File: src/rtl/i2cx_pkg.sv
package i2cx_pkg;
  localparam int NUM_GROUPS  = 5;
  localparam int NUM_SINGLES = 3;
  localparam int NUM_ENTRIES = NUM_GROUPS + NUM_SINGLES;

  typedef logic [5:0] base_tbl_t [NUM_ENTRIES];

  // groups first (input group at index 0), then singles
  localparam base_tbl_t DEF_BASE = '{6'h00, 6'h08, 6'h10, 6'h18, 6'h20,
                                     6'h28, 6'h29, 6'h2A};

  typedef enum logic [2:0] {
    ST_IDLE, ST_ADDR, ST_CMD, ST_WDATA, ST_READ, ST_OTHER, ST_DROP
  } xfer_state_t;

  typedef enum logic [1:0] {
    KIND_OWN = 2'd0, KIND_ALL = 2'd1, KIND_ALERT = 2'd2, KIND_DEVID = 2'd3
  } addr_kind_t;
endpackage

File: src/rtl/i2cx_addr_match.sv
module i2cx_addr_match
  import i2cx_pkg::*;
#(
  parameter logic [6:0] OWN_ADDR   = 7'h20,
  parameter logic [6:0] ALL_ADDR   = 7'h6E,
  parameter logic [6:0] ALERT_ADDR = 7'h0C,
  parameter logic [6:0] DEVID_ADDR = 7'h7C
) (
  input  logic [7:0]  addr_byte,
  output logic        accept,
  output addr_kind_t  kind
);
  logic [6:0] a7;
  logic       is_rd;

  assign a7    = addr_byte[7:1];
  assign is_rd = addr_byte[0];

  always_comb begin
    accept = 1'b0;
    kind   = KIND_OWN;
    if (a7 == OWN_ADDR) begin
      accept = 1'b1;
    end else if (a7 == ALL_ADDR) begin
      accept = !is_rd;
      kind   = KIND_ALL;
    end else if (a7 == ALERT_ADDR) begin
      accept = is_rd;
      kind   = KIND_ALERT;
    end else if (a7 == DEVID_ADDR) begin
      accept = is_rd;
      kind   = KIND_DEVID;
    end
  end
endmodule

File: src/rtl/i2cx_reg_map.sv
module i2cx_reg_map
  import i2cx_pkg::*;
#(
  parameter int        NUM_BANKS = 5,
  parameter base_tbl_t REG_BASE  = DEF_BASE
) (
  input  logic [6:0] code,
  output logic       legal,
  output logic       read_only,
  output logic [5:0] next_code
);
  localparam int LAST_G = NUM_GROUPS - 1;
  localparam int LAST_S = NUM_SINGLES - 1;

  logic [5:0] c6;
  assign c6 = code[5:0];

  always_comb begin
    legal     = 1'b0;
    read_only = 1'b0;
    next_code = c6;
    for (int g = 0; g < NUM_GROUPS; g++) begin
      if (int'(c6) >= int'(REG_BASE[g]) &&
          int'(c6) < int'(REG_BASE[g]) + NUM_BANKS) begin
        legal     = 1'b1;
        read_only = (g == 0);
        if (int'(c6) == int'(REG_BASE[g]) + NUM_BANKS - 1)
          next_code = REG_BASE[(g == LAST_G) ? 0 : g + 1];
        else
          next_code = c6 + 6'd1;
      end
    end
    for (int s = 0; s < NUM_SINGLES; s++) begin
      if (c6 == REG_BASE[NUM_GROUPS + s]) begin
        legal     = 1'b1;
        next_code = REG_BASE[NUM_GROUPS + ((s == LAST_S) ? 0 : s + 1)];
      end
    end
    if (code[6]) legal = 1'b0;
  end
endmodule

File: src/rtl/i2cx_cmd_decoder.sv
module i2cx_cmd_decoder
  import i2cx_pkg::*;
#(
  parameter int         NUM_BANKS  = 5,
  parameter base_tbl_t  REG_BASE   = DEF_BASE,
  parameter logic [6:0] OWN_ADDR   = 7'h20,
  parameter logic [6:0] ALL_ADDR   = 7'h6E,
  parameter logic [6:0] ALERT_ADDR = 7'h0C,
  parameter logic [6:0] DEVID_ADDR = 7'h7C
) (
  input  logic       clk,
  input  logic       rst,
  input  logic       start_evt,
  input  logic       rx_vld,
  input  logic [7:0] rx_byte,
  input  logic       tx_req,
  output logic       ack_vld,
  output logic       ack,
  output logic [1:0] addr_kind,
  output logic [5:0] ptr,
  output logic       auto_inc,
  output logic       wr_stb,
  output logic [5:0] wr_addr,
  output logic [7:0] wr_data,
  output logic       rd_stb,
  output logic [5:0] rd_addr
);
  xfer_state_t state;
  addr_kind_t  a_kind;
  logic        a_ok;
  logic        in_legal, in_ro;
  logic [5:0]  in_next;
  logic        p_legal, p_ro;
  logic [5:0]  p_next;

  i2cx_addr_match #(
    .OWN_ADDR(OWN_ADDR), .ALL_ADDR(ALL_ADDR),
    .ALERT_ADDR(ALERT_ADDR), .DEVID_ADDR(DEVID_ADDR)
  ) i_addr (
    .addr_byte(rx_byte), .accept(a_ok), .kind(a_kind)
  );

  // decode of an incoming command byte
  i2cx_reg_map #(.NUM_BANKS(NUM_BANKS), .REG_BASE(REG_BASE)) i_map_in (
    .code(rx_byte[6:0]), .legal(in_legal), .read_only(in_ro), .next_code(in_next)
  );

  // decode of the held pointer
  i2cx_reg_map #(.NUM_BANKS(NUM_BANKS), .REG_BASE(REG_BASE)) i_map_ptr (
    .code({1'b0, ptr}), .legal(p_legal), .read_only(p_ro), .next_code(p_next)
  );

  always_ff @(posedge clk) begin
    if (rst) begin
      state     <= ST_IDLE;
      ack_vld   <= 1'b0;
      ack       <= 1'b0;
      addr_kind <= KIND_OWN;
      ptr       <= 6'h00;
      auto_inc  <= 1'b1;
      wr_stb    <= 1'b0;
      wr_addr   <= 6'h00;
      wr_data   <= 8'h00;
      rd_stb    <= 1'b0;
      rd_addr   <= 6'h00;
    end else begin
      ack_vld <= 1'b0;
      ack     <= 1'b0;
      wr_stb  <= 1'b0;
      rd_stb  <= 1'b0;
      if (start_evt) begin
        state <= ST_ADDR;
      end else if (rx_vld) begin
        ack_vld <= 1'b1;
        unique case (state)
          ST_ADDR: begin
            ack       <= a_ok;
            addr_kind <= a_kind;
            if (!a_ok)                state <= ST_DROP;
            else if (rx_byte[0])      state <= (a_kind == KIND_OWN) ? ST_READ : ST_OTHER;
            else                      state <= ST_CMD;
          end
          ST_CMD: begin
            ack <= in_legal;
            if (in_legal) begin
              ptr      <= rx_byte[5:0];
              auto_inc <= rx_byte[7];
              state    <= ST_WDATA;
            end else begin
              state <= ST_DROP;
            end
          end
          ST_WDATA: begin
            if (p_ro || !p_legal) begin
              state <= ST_DROP;
            end else begin
              ack     <= 1'b1;
              wr_stb  <= 1'b1;
              wr_addr <= ptr;
              wr_data <= rx_byte;
              if (auto_inc) ptr <= p_next;
            end
          end
          default: state <= (state == ST_IDLE) ? ST_IDLE : ST_DROP;
        endcase
      end else if (tx_req && state == ST_READ) begin
        rd_stb  <= 1'b1;
        rd_addr <= ptr;
        if (auto_inc) ptr <= p_next;
      end
    end
  end

  // reset defaults
  p_reset_dflt_r1: assert property (@(posedge clk)
    rst |=> (ptr == 6'h00 && auto_inc && !wr_stb && !rd_stb));

  // no write reaches the input group
  p_ro_nowrite_r6: assert property (@(posedge clk) disable iff (rst)
    wr_stb |-> (int'(wr_addr) < int'(REG_BASE[0]) ||
                int'(wr_addr) >= int'(REG_BASE[0]) + NUM_BANKS));

  // each write strobe comes with an acknowledge
  p_wr_acked_r7: assert property (@(posedge clk) disable iff (rst)
    wr_stb |-> (ack_vld && ack));

  // the held pointer always names a legal register
  p_ptr_legal_r8: assert property (@(posedge clk) disable iff (rst)
    p_legal);

  // with auto-increment off a write leaves the pointer in place
  p_hold_r9: assert property (@(posedge clk) disable iff (rst)
    (wr_stb && !auto_inc) |-> (ptr == wr_addr));

  // a start event never moves the pointer
  p_rs_keep_r10: assert property (@(posedge clk) disable iff (rst)
    start_evt |=> (ptr == $past(ptr)));
endmodule

File: config.mk
export PLATFORM = sky130hd
export DESIGN_NAME = i2cx_cmd_decoder
export DESIGN_NICKNAME = d
export VERILOG_FILES = /design/src/rtl/i2cx_pkg.sv /design/src/rtl/i2cx_addr_match.sv /design/src/rtl/i2cx_reg_map.sv /design/src/rtl/i2cx_cmd_decoder.sv
export SDC_FILE = /design/constraint.sdc
export NUM_CORES = 1
export LEC_CHECK = 0
export BUFFER_PORTS_ARGS = -buffer_cell sky130_fd_sc_hd__buf_2
export CAP_MARGIN = 5
export CORE_UTILIZATION = 28
export DETAILED_ROUTE_END_ITERATION = 8
export GPL_ROUTABILITY_DRIVEN = 0
export PLACE_DENSITY_LB_ADDON = 0.3
export SLEW_MARGIN = 20
export SYNTH_ARGS = -nofsm -noshare
export SYNTH_HDL_FRONTEND = slang
export SYNTH_SLANG_ARGS = --single-unit
File: constraint.sdc
create_clock -name clk -period 1.9 [get_ports clk]
set_input_delay 0.19 -clock clk [delete_from_list [all_inputs] [get_ports clk]]
set_output_delay 0.19 -clock clk [all_outputs]
set_load 0.1 [all_outputs]
# Word level (Yosys, flattened, before mapping)
# Index checks and enable logic that the tools add are counted.
[word_totals] reg_bits=36 out_inout_bits=33 elab_cells=147
[op_classes] n_addsub=1 magnitude_cmp=18 eq_ne=24 n_mux=61 n_bitwise=4 reduce_logical=27
[ops] cell="two-way mux 6 bit" n=18
[ops] cell="== test 6 bit, second input constant" n=9
[ops] cell="two-way mux 1 bit" n=31
[ops] cell=">= comparator 6 x 5 -> 1 bit, second input constant" n=4
[ops] cell="less-than comparator 6 x 5 -> 1 bit, second input constant" n=4
[ops] cell="two-way mux 3 bit" n=5
[ops] cell="== test 7 bit, second input constant" n=2
[ops] cell=">= comparator 6 x 4 -> 1 bit, second input constant" n=2
[ops] cell=">= comparator 6 bit, second input constant" n=2
[ops] cell="less-than comparator 6 x 3 -> 1 bit, second input constant" n=2
[ops] cell="less-than comparator 6 x 4 -> 1 bit, second input constant" n=2
[ops] cell="less-than comparator 6 bit, second input constant" n=2
[ops] cell="case mux 6 bit (2 select lines)" n=1
[ops] cell="logical AND 1 bit" n=9
[ops] cell="inequality test 3 bit, second input constant" n=3
[ops] cell="case mux 3 bit (3 select lines)" n=1
[ops] cell="two-way mux 2 bit" n=4
[ops] cell="AND reduction 4 bit" n=2
[ops] cell="== test 7 x 4 -> 1 bit, second input constant" n=1
[ops] cell="== test 7 x 6 -> 1 bit, second input constant" n=1
[ops] cell="adder 6 x 1 -> 6 bit, second input constant" n=1
[ops] cell="== test 3 x 2 -> 1 bit, second input constant" n=2
[ops] cell="== test 6 x 4 -> 1 bit, second input constant" n=1
[ops] cell="== test 6 x 5 -> 1 bit, second input constant" n=1
[ops] cell="17 further kinds" n=25

# Logic depth before layout (Yosys ltp)
[logic_depth] depth_word=15 mapped_depth=9

# Hierarchy
# A second synthesis with hierarchy kept.
[unflattened] hier_cells=266 hier_area_um2=2269.7
[modules_own_cells] module="i2cx_cmd_decoder" n_inst=1 cells_per_inst=166 area_per_inst_um2=1565.3
[modules_own_cells] module="i2cx_reg_map" n_inst=2 cells_per_inst=44 area_per_inst_um2=299.0
[modules_own_cells] module="i2cx_addr_match" n_inst=1 cells_per_inst=12 area_per_inst_um2=106.4

# Worst setup path before layout
# No wires, ideal clock.
[synth_timing] kind="register -> register" startpoint="reg ptr[0]" endpoint="reg wr_addr[1]" arrival_time_ns=2.748 setup_slack_ns=-0.975 stages_incl_launch_ff=10 path_buffers=2 cell_sequence="dfxtp_1 inv_1 ha_1 buf_2 nor3_1 o21ai_1 nand4_1 buf_2 mux2i_1 nor2_1"
[synth_between] elab_chain_cells=13 word_cells_on_any_way=32 cone_classes="order compare: 9; eq/ne: 3; mux: 12; bitwise: 1; reduce/logical: 7"
[synth_lines] element="start: declaration" line_no="i2cx_cmd_decoder.sv:20" source="output logic [5:0] ptr,"
[synth_lines] element="start signal: assignment" line_no="i2cx_cmd_decoder.sv:86" source="ptr <= rx_byte[5:0];"
[synth_lines] element="start signal: assignment" line_no="i2cx_cmd_decoder.sv:101" source="if (auto_inc) ptr <= p_next;"
[synth_lines] element="start signal: assignment" line_no="i2cx_cmd_decoder.sv:109" source="if (auto_inc) ptr <= p_next;"
[synth_lines] element="less-than comparator 6 x 3 -> 1 bit (tied with other cells)" line_no="i2cx_reg_map.sv:24" source="int'(c6) < int'(REG_BASE[g]) + NUM_BANKS) begin"
[synth_lines] element="two-way mux 1 bit / logical AND 1 bit (equally long branches)" line_no="i2cx_reg_map.sv:23" source="if (int'(c6) >= int'(REG_BASE[g]) &&"
[synth_lines] element="two-way mux 1 bit (4 in a row)" line_no="i2cx_reg_map.sv:23"
[synth_lines] element="two-way mux 1 bit (3 in a row)" line_no="i2cx_reg_map.sv:34" source="if (c6 == REG_BASE[NUM_GROUPS + s]) begin"
[synth_lines] element="zero test 1 bit" line_no="i2cx_cmd_decoder.sv:94" source="if (p_ro || !p_legal) begin"
[synth_lines] element="logical OR 1 bit (*)" line_no="i2cx_cmd_decoder.sv:94"
[synth_lines] element="inverter 1 bit (no source line) (*)"
[synth_lines] element="AND reduction 4 bit (no source line) (*)"
[synth_lines] element="end signal: assignment" line_no="i2cx_cmd_decoder.sv:99" source="wr_addr <= ptr;"
[synth_lines] element="end: declaration" line_no="i2cx_cmd_decoder.sv:23" source="output logic [5:0] wr_addr,"
# Every way passes the cells marked *; elsewhere a longest branch is shown, timed or not.
# A chain may end at the register's enable or synchronous reset.

# Worst setup path in the final report
[layout_timing] startpoint="reg ptr[1]" endpoint="reg ptr[2]"
[layout_between] elab_chain_cells=14 word_cells_on_any_way=56 cone_classes="add/sub: 1; order compare: 9; eq/ne: 9; mux: 30; reduce/logical: 7"
[layout_lines] element="adder 6 x 1 -> 6 bit / == test 6 x 4 -> 1 bit (equally long branches)" line_no="i2cx_reg_map.sv:30, i2cx_reg_map.sv:27"
[layout_lines] element="two-way mux 6 bit" line_no="i2cx_reg_map.sv:27" source="if (int'(c6) == int'(REG_BASE[g]) + NUM_BANKS - 1)"
[layout_lines] element="two-way mux 6 bit (5 in a row)" line_no="i2cx_reg_map.sv:23"
[layout_lines] element="two-way mux 6 bit (3 in a row)" line_no="i2cx_reg_map.sv:34"
[layout_lines] element="two-way mux 6 bit" line_no="i2cx_cmd_decoder.sv:101, i2cx_cmd_decoder.sv:109"
[layout_lines] element="two-way mux 6 bit" line_no="i2cx_cmd_decoder.sv:94"
[layout_lines] element="case mux 6 bit (2 select lines)" line_no="i2cx_cmd_decoder.sv:75" source="unique case (state)"
[layout_lines] element="two-way mux 6 bit" line_no="i2cx_cmd_decoder.sv:73" source="end else if (rx_vld) begin"
# Parallel ways exist; a longest one is shown, timed or not. The select of a mux whose other input is x is not followed.

==> metrics.md <==
| Metric | Value |
|---|---|
| Outcome | finished clean |
| Synthesized area per cell | 8.13 um^2 |
| Final-report setup violation count | 0 |
| Share of cells above drive strength 1 | 0.330 |
| Vias in the first global route | roughly 1900 |
| Leak | 1.16 nW |
| Final Hold Viols | 0 |
| Clk_lat worst skew | 290 ps |
| Gr usage total | 0.159 |
| Synth warn | 0 |
| Die width | 86.9 um |
| Post-synth top area cell | dfxtp_1 |
| Die ar. | 0.00755 mm^2 |
| Placed cell count | around 390 |
| R2R Setup Slk | 100 ps |
| CTS max path bufs | 2 |
| Max VDD drop | 0.262 mV |
| Clk pin slew, worst setup/hold paths | 80 ps |
| Core Rows | 30 |
| Post-synth top flop | dfxtp_1 |
| Crit path cell chain | inv_4, ha_2, nor3_2, o21ai_2, a21oi_2, or4_1, a21oi_1 |
| Post-route cell area | 0.00264 mm^2 |
| DRC | 0 |
| WS Path Type | reg2reg |
| # nets final | 319 |
| Sink Count | 36 |
| Input/output buffers | 45 |
| Worst hold path type | in2reg |
| CP max FO | 8 |
| Worst setup EP type | flip-flop |
| Sequential fraction of the synthesis area | 0.357 |
| TNS Setup | 0 ps |
| Synthesis-stage register bit count | 36 |
| Sw Share | 0.256 |
| CTS tree | yes |
| Hold path depth | 2 |
| Non-Filler Instances | about 400 |
| RSZ-0062 raised after global routing | yes |
| Pwr per Cell Area | just under 600 mW/mm^2 |
| I/O Pins | 46 |
| Area growth from synthesis to layout | 30.7% |
| Num CTS Buffers | 5 |
| Routed WL | roughly 5.6 mm |
| Synth cell types | 54 |
| ANT nets after route | 0 |
| Via Count | 1986 |
| WP data required | 2110 ps |
| Reg2Reg Capture Point | ptr[2] |
| H-tree levels | 2 |
| Core ar. | 0.00687 mm^2 |
| Worst r2r src | ptr[1] |
| Initial Util | 0.294 |
| Max stage delay on crit path | 520 ps |
| Routed len/inst | 14.1 um |
| Max Slew Vio Count | 0 |
| Slew headroom | 0.616 |
| Util after Layout | 0.384 |
| Dpl hpwl | 4.12 mm |
| Post-synth top area share | 0.357 |
| Asr flop ratio synth | 0 |
| Final Cycle Share | 0.949 |
| Tot Pwr | around 1.5 mW |
| Maximum capacitance violations | 0 |
| DRT iter0 DRCs | between 100 and 150 |
| Startpoint Class | flip-flop |
| Hold EP | state[1] |
| Final hold slack | between 150 and 200 ps |
| Post-DP Area | 0.00251 mm^2 |
| Worst slack, placed | just over 80 ps |
| Synth cell count leaders | nor2_1 (44), dfxtp_1 (36), mux2i_1 (17) |
| Synth Net Count | between 200 and 300 |
| NetSw | 393 uW |
| Global route total overflow | 0 |
| Critical path data arrival time | 2010 ps |
| Worst Reg2Reg Path Length in Cells | 7 |
| Drt via density | 4.98 |
| Die height | 86.9 um |
| Clock skew | about 9 ps |
| Hold path start | start_evt |
| Period minus WS final | around 1800 ps |
| N_diodes | 0 |
| Cell Int Power | 1.14 mW |
| Initial antenna violation count | 0 |
| Most frequent cell after synthesis | nor2_1 |
| Clk root buf | clkbuf_8 |
| First-pass GRT wire length | 9.25 mm |
| Max Fclk | roughly 0.55 GHz |
| Largest net degree at the start of global routing | 25 |
| Post-synth EDFFs | 0 |
| Clock power share | 0.406 |
| Post-synthesis cell area | roughly 0.0020 mm^2 |
| Slowest CP cell | or4_1 |
| Top post-synthesis cells by area | dfxtp_1 (36%), mux2i_1 (8.4%), nor2_1 (8.2%) |
| Comb power frac | 0.102 |
| Cell count after synthesis | 248 |
| DR pass1 iterations | 5 |
| Worst slew pin tran | 562 ps |
| Sequential power share | 0.492 |
| Setup ws final | 96.7 ps |
[worst max-delay path: cells and delay by family, from the launching register on]
kind / cells / cell delay [ps]
flops: 1 / 390
simple gates: 2 / 580
buf+inv: 1 / 90
compound gates: 3 / 470
fa+ha+maj: 1 / 210
[cell usage in the layout (no fill, tap or decap), types with 3 or more instances in the layout]
| cell type | instances |
|---|---|
| buf_2 | 45 |
| nor2_1 | 43 |
| dfxtp_1 | 28 |
| buf_4 | 19 |
| mux2i_1 | 17 |
| a21oi_1 | 15 |
| nand2_1 | 12 |
| inv_1 | 9 |
| o21ai_0 | 7 |
| dfxtp_4 | 7 |
| nor3_1 | 6 |
| nand3b_1 | 6 |
| clkbuf_8 | 5 |
| a31oi_1 | 4 |
| a211oi_1 | 4 |
| inv_4 | 3 |
| nand4_1 | 3 |
| nand4b_1 | 3 |
| a2111oi_0 | 3 |
| o211ai_1 | 3 |
| nand3_1 | 3 |
[worst max-delay path by stage]
stage	start	end	slack (ps)	cells past startpoint
after floorplan	ptr[1]	wr_addr[0]	-30	9
after global placement	state[1]	ptr[2]	90	5
after detailed placement	ptr[1]	ptr[2]	80	7
after CTS	state[1]	ptr[2]	70	5
after global routing	ptr[0]	ptr[4]	-30	7
final	ptr[1]	ptr[2]	100	7
[state kept, by name, summed over array words and instances, names as in the netlist]
| name | flops |
|---|---|
| ptr | 6 |
| addr_kind | 2 |
| wr_stb | 1 |
| rd_stb | 1 |
| wr_data | 8 |
| wr_addr | 6 |
| ack_vld | 1 |
| ack | 1 |
| rd_addr | 6 |
| auto_inc | 1 |
| state | 3 |
[logic make-up after synthesis]
logic type / share of synthesized area
and+or+nand+nor: 0.247
AOI/OAI and AO/OA: 0.215
DFF: 0.357
buffers and inverters: 0.0627
muxes: 0.0844
adders and majority gates: 0.0248
xor gates and xnor gates: 0.00869
[what timing repair did]
action	CTS	global route
hold buffers	0	0
endpoints found under the setup margin	0	8
gates resized for setup	0	5
buffers inserted	0	0
[cell type report]
cell class              count  area (um^2)
multi-input cells         183         1230
well taps                  96          120
clock buffers               6         93.8
clock inverters             2         11.3
inverters                  11         46.3
fillers                   734         4230
repair buffers             65          388
flip-flops and latches     36          748
[power groups by stage]
| stage | Sequential [mW] | Combinational, mW | Clock [mW] |
|---|---|---|---|
| finish | 0.755 | 0.156 | 0.622 |
| detailed placement | 0.772 | 0.155 | 0 |
| floorplan | 0.781 | 0.0849 | 0 |
| CTS | 0.754 | 0.155 | 0.652 |
| global route | 0.755 | 0.171 | 0.682 |
| global placement | 0.772 | 0.155 | 0 |
[routing by layer]
layer,part of all wire,global-route usage
met2,0.44,0.230
met5,0,0
met3,0.052,0.0389
met1,0.49,0.228
met4,0.019,0.0576
Note: power is estimated with default switching activity, not from simulation.
